### src/rtl/ptw_pkg.sv
package ptw_pkg;

    typedef enum logic [2:0] {
        ST_IDLE,
        ST_L1_REQ,
        ST_L1_WAIT,
        ST_L2_REQ,
        ST_L2_WAIT,
        ST_DONE
    } walk_state_e;

    localparam int FLAG_PRESENT = 0;
    localparam int FLAG_WRITE   = 1;
    localparam int FLAG_USER    = 2;
    localparam int FLAG_LARGE   = 7;

    localparam int ECODE_W = 3;

endpackage

### src/rtl/ptw_addr.sv
module ptw_addr #(
    parameter int ADDR_W = 32,
    parameter int OFF_W  = 12,
    parameter int IDX_W  = 10
) (
    input  logic [ADDR_W-1:0] root,
    input  logic [ADDR_W-1:0] lin,
    input  logic [ADDR_W-1:0] tbl_entry,
    input  logic [ADDR_W-1:0] leaf_entry,
    output logic [ADDR_W-1:0] l1_addr,
    output logic [ADDR_W-1:0] l2_addr,
    output logic [ADDR_W-1:0] small_pa,
    output logic [ADDR_W-1:0] large_pa
);
    // log2 of entry size in bytes
    localparam int ENT_B   = OFF_W - IDX_W;
    localparam int LARGE_W = OFF_W + IDX_W;

    always_comb begin
        l1_addr  = {root[ADDR_W-1:OFF_W], lin[ADDR_W-1:LARGE_W], {ENT_B{1'b0}}};
        l2_addr  = {tbl_entry[ADDR_W-1:OFF_W], lin[LARGE_W-1:OFF_W], {ENT_B{1'b0}}};
        small_pa = {leaf_entry[ADDR_W-1:OFF_W], lin[OFF_W-1:0]};
        large_pa = {leaf_entry[ADDR_W-1:LARGE_W], lin[LARGE_W-1:0]};
    end

endmodule

### src/rtl/ptw_perm.sv
module ptw_perm
    import ptw_pkg::*;
(
    input  logic               present,
    input  logic               up_w,
    input  logic               up_u,
    input  logic               lo_w,
    input  logic               lo_u,
    input  logic               acc_w,
    input  logic               acc_u,
    output logic               fault,
    output logic [ECODE_W-1:0] ecode
);
    logic deny;

    always_comb begin
        deny  = (acc_w & ~(up_w & lo_w)) | (acc_u & ~(up_u & lo_u));
        fault = ~present | deny;
        ecode = fault ? {acc_u, acc_w, present} : '0;
    end

endmodule

### src/rtl/ptw_top.sv
module ptw_top
    import ptw_pkg::*;
#(
    parameter int ADDR_W = 32,
    parameter int OFF_W  = 12,
    parameter int IDX_W  = 10
) (
    input  logic               clk,
    input  logic               rst_n,
    input  logic               req_valid,
    output logic               req_ready,
    input  logic [ADDR_W-1:0]  req_lin,
    input  logic               req_write,
    input  logic               req_user,
    input  logic [ADDR_W-1:0]  cfg_root,
    input  logic               cfg_pg_en,
    input  logic               cfg_lp_en,
    output logic               mem_req_valid,
    input  logic               mem_req_ready,
    output logic [ADDR_W-1:0]  mem_req_addr,
    input  logic               mem_rsp_valid,
    input  logic [ADDR_W-1:0]  mem_rsp_data,
    output logic               rsp_valid,
    output logic               rsp_fault,
    output logic [ADDR_W-1:0]  rsp_paddr,
    output logic [ECODE_W-1:0] rsp_ecode
);

    typedef struct packed {
        walk_state_e        state;
        logic [ADDR_W-1:0]  lin;
        logic               wr;
        logic               usr;
        logic [ADDR_W-1:0]  root;
        logic               lp;
        logic [ADDR_W-1:0]  e1;
        logic [ADDR_W-1:0]  paddr;
        logic               fault;
        logic [ECODE_W-1:0] ecode;
    } walk_s;

    walk_s q, d;

    logic [ADDR_W-1:0]  l1_addr, l2_addr, small_pa, large_pa;
    logic               in_l1;
    logic               up_w, up_u, lo_w, lo_u;
    logic               p_fault;
    logic [ECODE_W-1:0] p_ecode;

    ptw_addr #(
        .ADDR_W (ADDR_W),
        .OFF_W  (OFF_W),
        .IDX_W  (IDX_W)
    ) u_addr (
        .root       (q.root),
        .lin        (q.lin),
        .tbl_entry  (q.e1),
        .leaf_entry (mem_rsp_data),
        .l1_addr    (l1_addr),
        .l2_addr    (l2_addr),
        .small_pa   (small_pa),
        .large_pa   (large_pa)
    );

    // In the first level the lower-level rights are neutral
    always_comb begin
        in_l1 = (q.state == ST_L1_WAIT);
        up_w  = in_l1 ? mem_rsp_data[FLAG_WRITE] : q.e1[FLAG_WRITE];
        up_u  = in_l1 ? mem_rsp_data[FLAG_USER]  : q.e1[FLAG_USER];
        lo_w  = in_l1 ? 1'b1 : mem_rsp_data[FLAG_WRITE];
        lo_u  = in_l1 ? 1'b1 : mem_rsp_data[FLAG_USER];
    end

    ptw_perm u_perm (
        .present (mem_rsp_data[FLAG_PRESENT]),
        .up_w    (up_w),
        .up_u    (up_u),
        .lo_w    (lo_w),
        .lo_u    (lo_u),
        .acc_w   (q.wr),
        .acc_u   (q.usr),
        .fault   (p_fault),
        .ecode   (p_ecode)
    );

    always_comb begin
        d = q;
        case (q.state)
            ST_IDLE: begin
                if (req_valid) begin
                    d.lin   = req_lin;
                    d.wr    = req_write;
                    d.usr   = req_user;
                    d.root  = cfg_root;
                    d.lp    = cfg_lp_en;
                    d.fault = 1'b0;
                    d.ecode = '0;
                    if (!cfg_pg_en) begin
                        d.paddr = req_lin;
                        d.state = ST_DONE;
                    end else begin
                        d.state = ST_L1_REQ;
                    end
                end
            end
            ST_L1_REQ: begin
                if (mem_req_ready) d.state = ST_L1_WAIT;
            end
            ST_L1_WAIT: begin
                if (mem_rsp_valid) begin
                    if (!mem_rsp_data[FLAG_PRESENT] ||
                        (q.lp && mem_rsp_data[FLAG_LARGE])) begin
                        d.fault = p_fault;
                        d.ecode = p_ecode;
                        d.paddr = p_fault ? '0 : large_pa;
                        d.state = ST_DONE;
                    end else begin
                        d.e1    = mem_rsp_data;
                        d.state = ST_L2_REQ;
                    end
                end
            end
            ST_L2_REQ: begin
                if (mem_req_ready) d.state = ST_L2_WAIT;
            end
            ST_L2_WAIT: begin
                if (mem_rsp_valid) begin
                    d.fault = p_fault;
                    d.ecode = p_ecode;
                    d.paddr = p_fault ? '0 : small_pa;
                    d.state = ST_DONE;
                end
            end
            ST_DONE: d.state = ST_IDLE;
            default: d.state = ST_IDLE;
        endcase
    end

    always_ff @(posedge clk or negedge rst_n) begin
        if (!rst_n) begin
            q <= '{state: ST_IDLE, default: '0};
        end else begin
            q <= d;
        end
    end

    always_comb begin
        req_ready     = (q.state == ST_IDLE);
        mem_req_valid = (q.state == ST_L1_REQ) || (q.state == ST_L2_REQ);
        mem_req_addr  = (q.state == ST_L2_REQ) ? l2_addr : l1_addr;
        rsp_valid     = (q.state == ST_DONE);
        rsp_fault     = q.fault;
        rsp_paddr     = q.paddr;
        rsp_ecode     = q.ecode;
    end

endmodule

### config.mk
export PLATFORM = sky130hd
export DESIGN_NAME = ptw_top
export DESIGN_NICKNAME = d
export VERILOG_FILES = /design/src/rtl/ptw_pkg.sv /design/src/rtl/ptw_addr.sv /design/src/rtl/ptw_perm.sv /design/src/rtl/ptw_top.sv
export SDC_FILE = /design/constraint.sdc
export NUM_CORES = 1
export LEC_CHECK = 0
export ABC_AREA = 1
export BUFFER_PORTS_ARGS = -buffer_cell sky130_fd_sc_hd__buf_2
export CELL_PAD_IN_SITES_DETAIL_PLACEMENT = 1
export CELL_PAD_IN_SITES_GLOBAL_PLACEMENT = 2
export CORE_MARGIN = 2
export CORE_UTILIZATION = 29
export DETAILED_ROUTE_END_ITERATION = 10
export PLACE_DENSITY = 0.8
export SYNTH_ARGS = -nofsm -noshare
export SYNTH_HDL_FRONTEND = slang
export SYNTH_SLANG_ARGS = --single-unit
### constraint.sdc
create_clock -name clk -period 1.9 [get_ports clk]
set_clock_uncertainty 0.15 [all_clocks]
set_input_delay 0.38 -clock clk [delete_from_list [all_inputs] [get_ports clk]]
set_output_delay 0.38 -clock clk [all_outputs]
set_load 0.02 [all_outputs]
## Yosys cells after proc, flatten, opt, wreduce, memory -nomap -nowiden

Cells that the tools add are included.

- Reductions and logical operators: 11
- Muxes and demuxes: 22
- Bitwise logic cells: 10
- Equality and inequality tests: 12

Operators with widths:

| kind | count |
|---|---|
| 36-bit two-way mux | 4 |
| 32-bit two-way mux | 4 |
| 36-bit case mux with 3 select lines | 1 |
| 70-bit two-way mux | 1 |
| 3-bit two-way mux | 7 |
| 3-bit case mux with 5 select lines | 1 |
| 2-bit inequality test, second input constant | 6 |
| 5-bit AND reduction | 2 |
| 3-bit by 2-bit == test with 1-bit output, second input constant | 2 |
| 3-bit == test, second input constant | 2 |
| 6-bit AND reduction | 1 |
| 1-bit bitwise AND | 4 |
| 1-bit two-way mux | 4 |
| 1-bit NOT | 4 |
| 3-bit by 1-bit == test with 1-bit output, second input constant | 1 |
| 3-bit logical NOT | 1 |
| 3-bit AND reduction | 1 |
| 3-bit nonzero test | 1 |
| 1-bit logical OR | 2 |
| 2-bit by 1-bit inequality test with 1-bit output, second input constant | 1 |
| 1-bit bitwise OR | 2 |
| 2-bit AND reduction | 1 |
| 1-bit logical AND | 1 |
| 1-bit logical NOT | 1 |

- Logic and storage cells: 65
- Bits in registers: 138
- Output and inout bits: 71

## Depth between registers and ports, before layout

- Depth after elaboration: 11
- Depth in mapped cells: 9
- Mapped depth without buffers: 8

## Modules after synthesis

Synthesis repeated with hierarchy kept, for this count alone.

- Cell total of the unflattened synthesis: 1138
- Area, all modules: 8151.6 µm²

By module, submodules not included:

| module | seq. area each (µm²) | area an instance (µm²) | times used | cells each |
|---|---|---|---|---|
| ptw_top | 3453.3 | 7136.8 | 1 | 999 |
| ptw_addr | 0.0 | 964.7 | 1 | 129 |
| ptw_perm | 0.0 | 50.0 | 1 | 10 |

## Worst setup path after synthesis

No wires, ideal clock.

- Path type: reg2out
- From: register q[135] (netlist name)
- To: output port mem_req_addr[12]
- Path buffers: 1
- Arrival: 1.663 ns
- Stages on the path, launching flop included: 6
- Path slack: -0.293 ns
- Data required time: 1.370 ns
- Path through: dfrtp_1 -> inv_1 -> nor2_1 -> nand2_1 -> clkbuf_1 -> o21ai_0

- Word-level cells in the longest chain between the ends: 2

Ends and longest elaborated chain:

| item | line | RTL |
|---|---|---|
| from (decl) | ptw_top.sv:42 | `walk_s q, d;` |
| from (signal assigned) | ptw_top.sv:141 | `q <= '{state: ST_IDLE, default: '0};` |
| from (signal assigned) | ptw_top.sv:143 | `q <= d;` |
| 3-bit by 2-bit == test with 1-bit output | ptw_top.sv:150 | `mem_req_addr = (q.state == ST_L2_REQ) ? l2_addr : l1_addr;` |
| 32-bit two-way mux | ptw_top.sv:150 |  |
| to (decl) | ptw_top.sv:20 | `output logic [ADDR_W-1:0] mem_req_addr,` |

Every way passes these cells.

## Worst setup path after layout

- From: register q[135] (netlist name)
- To: output port mem_req_addr[5]

The elaborated chain is that of the path after synthesis.

==> summary.md <==
For the arrival time at the worst endpoint, the log shows 1.67 ns. The library cell with the largest summed area after synthesis was sky130_fd_sc_hd__dfrtp_1. The logs give 0.00901 ns for the tightest hold margin and 1.37 ns for the required time of the critical path. The clock tree synthesis step divided the H-tree into 4 levels. In the final routed layout, each cell accounts on average for 17.5 um.

The cell with the largest stage delay on the worst path is sky130_fd_sc_hd__dfrtp_1. Filler cell count in the final layout: 2,428. The per-cell via count in the routed design came out at 4.59. The share of flip-flops with an asynchronous set or reset after synthesis was 100%; the share of the synthesized area in the top cell type was 48.6%. For the worst-skew pair, the clock arrives at the later sink with an insertion delay of 0.43 ns. The kind of cell adding the most delay to the critical path is flip-flops. Measured on the finished design, the core utilization comes to 44.1%. The logs give 8930 um2 for the final instance area and 0.00479 uW for the cell leakage power.

The core region is 20,200 um2. For the total grt overflow, the log shows 0. Dividing total power by cell area gives a power density of 1990 nW/um2. Counting the buffers created by CTS gives 17.

After clock tree synthesis, the clock-pin slew on the worst setup and hold paths is 0.07 ns. Across the VDD grid, the largest voltage drop is 0.872 mV. Yosys printed 0 warnings. The flow ran to the end, but the final reports show violations.

Relative to the synthesized area, the layout overhead comes to 49.5%. CTS placed an instance of sky130_fd_sc_hd__clkbuf_16 at the clock tree root. Input and output buffers added on the ports amount to 153. In this run, synthesis inferred 0 flip-flops with an integrated enable.

The post-route setup TNS came out at -16.43 ns. Together, buffers and inverters on the worst path number 3. Entering global routing, the biggest net connects 66 pins. Summing every instance area after synthesis gives 5970 um2.

The worst path uses 116% of the clock period. The count of TritonRoute iterations in the first routing pass is 6, and the sequential fraction of the synthesis area is 48.6%. Row generation in the floorplan step produced 52 rows. By area the synthesized netlist is led by sky130_fd_sc_hd__dfrtp_1 (49%), sky130_fd_sc_hd__nand2_1 (15%), sky130_fd_sc_hd__inv_1 (8.0%), sky130_fd_sc_hd__o21ai_0 (6.8%), sky130_fd_sc_hd__buf_4 (4.7%).

For the area of combinational cells with multiple inputs, the log shows 2480 um2. TritonCTS built the clock tree. On the worst path, the slowest cell contributes a delay of 0.39 ns. Startpoint class of the critical path: a flop. Wires add up to 22,200 um. After the first detailed-routing iteration, the DRC count stood at 202. The logs give 2910 um2 for the area taken by flip-flops and latches and -0.299 ns for the worst-case setup margin in the final layout. For the combined global-route utilization of all metal layers, the log shows 18.6%. The final-report max-slew violation count is 0. STA classifies the critical path endpoint as a primary output. Synthesis produced a netlist whose cell count is 798. The final critical-path required period is 2.20 ns. The fmax was 455 MHz.

Setup repair after global routing could not meet its margin everywhere. In this run the cell area measured after placement is 7130 um2. The logs give 31,500 um for the wire length of the first global-routing pass and 13,500 um for the half-perimeter wire length of the detailed placement result. Walking the worst path, the cells encountered are inv_2 > nor2_4 > nand2_4 > buf_12 > mux2_2 > buf_4. For this run, the leading register cell type out of synthesis is sky130_fd_sc_hd__dfrtp_1. The final reports fail on negative setup slack. Once the floorplan was initialized, standard cells occupied 29.5% of the core.

In this run the worst path has a maximum fanout of 10. The run gives 116 as the TritonCTS sink count. The post-route netlist has 36.4% of its cells at a drive strength greater than 1. The number of violations of the max-capacitance limit was 0; the synthesized area divided by synthesized cell count was 7.49 um2. The worst min-delay path class is primary input to flop. The tools report the final number of hold-violating endpoints as 0. The tools report the remaining design rule violation count as 0. The tools report the global placer's final weighted congestion as 0.758.

The commonest cells after synthesis are sky130_fd_sc_hd__nand2_1 (231), sky130_fd_sc_hd__inv_1 (127), sky130_fd_sc_hd__dfrtp_1 (116). Across all layers, the routed design uses 5,803 vias. Pin placement for this block handled 176 I/O pins. The critical setup path kind is flop to primary output. Counting along the longest clock path gives a buffer depth of 2. The number of antenna diodes in the final layout is 0. Prior to clock tree synthesis, the placed netlist has a worst setup slack of -0.0295 ns. The final layout contains 1,086 nets. For the initial antenna violation count, the log shows 0. The number of distinct library cells after synthesis is 23. The floorplan die height works out to 148 um. The most common cell in the synthesized netlist is sky130_fd_sc_hd__nand2_1. The logs give 0 for the final antenna-violating net count and 115 for the total of endpoints with negative setup slack in the final report. The number of synthesized register bits was 116; the die extent in x was 148 um. The number of global-route vias before repair was 6,072; the die outline area was 21,800 um2.
[where the power goes]
group / leakage [uW] / total (uW) / internal [uW] / switching (uW)
sequential: 0.00140 / 4380 / 3700 / 673
clock: 0.000286 / 3230 / 1860 / 1380
combinational: 0.00311 / 10200 / 4500 / 5680
total: 0.00479 / 17800 / 10100 / 7730
[cells by family (layout without fill, tap and decap cells)]
group	count (synthesis)	in the layout	synth area share (%)
multiplexers	10	10	1.89
other	1	2	0.0628
AND/OR/NAND/NOR	349	349	23.9
flip-flops	116	116	48.6
buffers and inverters	205	400	15.7
AO/OA/AOI/OAI	117	117	9.91
[layer usage]
metal  global-route usage [%]  vias up  wire length [um]
met5                        0        -                 0
met4                     5.96        0               268
met3                     5.77       20              1150
met2                     31.3      110             10900
met1                     22.9     2881              9820
li1                         -     2792                 -
[state kept, by name, indices dropped and copies added (netlist names)]
name	cells
q	80
rsp_paddr	32
rsp_ecode	3
rsp_fault	1
[worst paths after layout]
check                           cells after the start  slack, ns                from                        end
worst max register to register                     13      -0.28  q[137]$_DFFE_PN0P_  rsp_paddr[27]$_DFFE_PN0P_
worst max-delay path                                6      -0.30  q[135]$_DFFE_PN0P_            mem_req_addr[5]
worst min-delay path                                3      0.009        cfg_root[23]          q[92]$_DFFE_PN0P_
worst min register to register                      2       0.32   q[87]$_DFFE_PN0P_          q[87]$_DFFE_PN0P_
max in group asynchronous                           3       0.71               rst_n          q[67]$_DFFE_PN0P_
min in group asynchronous                           2       0.28               rst_n   rsp_paddr[5]$_DFFE_PN0P_
[worst register-to-register path, cell delays in order (launching register included)]
cell and delay, ns:
sky130_fd_sc_hd__dfrtp_2 0.43, sky130_fd_sc_hd__buf_4 0.14, sky130_fd_sc_hd__buf_6 0.12, sky130_fd_sc_hd__nor2_4 0.16, sky130_fd_sc_hd__nand2_4 0.12, sky130_fd_sc_hd__buf_6 0.15, sky130_fd_sc_hd__nand2_8 0.07, sky130_fd_sc_hd__nand2_4 0.06
sky130_fd_sc_hd__nand3_4 0.17, sky130_fd_sc_hd__buf_12 0.16, sky130_fd_sc_hd__clkbuf_16 0.17, sky130_fd_sc_hd__nand2_1 0.06, sky130_fd_sc_hd__inv_1 0.07, sky130_fd_sc_hd__a21oi_2 0.04
[placed cells by master, fill, tap and decap left out, types with 4 or more instances in the layout]
cell type,n
sky130_fd_sc_hd__a21oi_1,12
sky130_fd_sc_hd__a21oi_2,21
sky130_fd_sc_hd__buf_12,23
sky130_fd_sc_hd__buf_2,121
sky130_fd_sc_hd__buf_4,37
sky130_fd_sc_hd__buf_6,32
sky130_fd_sc_hd__clkbuf_16,26
sky130_fd_sc_hd__clkinv_4,4
sky130_fd_sc_hd__dfrtp_1,114
sky130_fd_sc_hd__dlygate4sd3_1,13
sky130_fd_sc_hd__inv_1,122
sky130_fd_sc_hd__inv_2,5
sky130_fd_sc_hd__inv_6,6
sky130_fd_sc_hd__mux2_2,10
sky130_fd_sc_hd__nand2_1,210
sky130_fd_sc_hd__nand2_2,18
sky130_fd_sc_hd__nand2_4,5
sky130_fd_sc_hd__nand4_1,33
sky130_fd_sc_hd__nor2_1,51
sky130_fd_sc_hd__nor2_2,17
sky130_fd_sc_hd__nor2_4,5
sky130_fd_sc_hd__o21ai_0,37
sky130_fd_sc_hd__o21ai_1,32
sky130_fd_sc_hd__o21ai_2,12
[cell type report]
| class | count | share of cell area (%) |
|---|---|---|
| flip-flops and latches | 116 | 32.5 |
| well taps | 270 | 3.78 |
| repair buffers | 239 | 23.9 |
| inverters | 129 | 5.45 |
| clock inverters | 15 | 1.78 |
| multi-input cells | 478 | 27.8 |
| clock buffers | 17 | 4.77 |
[metrics by stage]
stage	cells	total power, uW
floorplan	799	9190
global placement	1178	11300
detailed placement	1178	11500
CTS	1225	15500
global route	1264	19000
finish	1264	17800
[repair_timing]
| item | CTS | global route |
|---|---|---|
| resized for setup | 58 | 129 |
| setup endpoints to repair | 49 | 69 |
| buffers inserted | 1 | 27 |
| pin swaps | 1 | 33 |
| cloned | 1 | 12 |
| hold buffers | 13 | 0 |
| endpoints found under the hold margin | 33 | 0 |
Note: power is estimated with default switching activity, not from simulation.
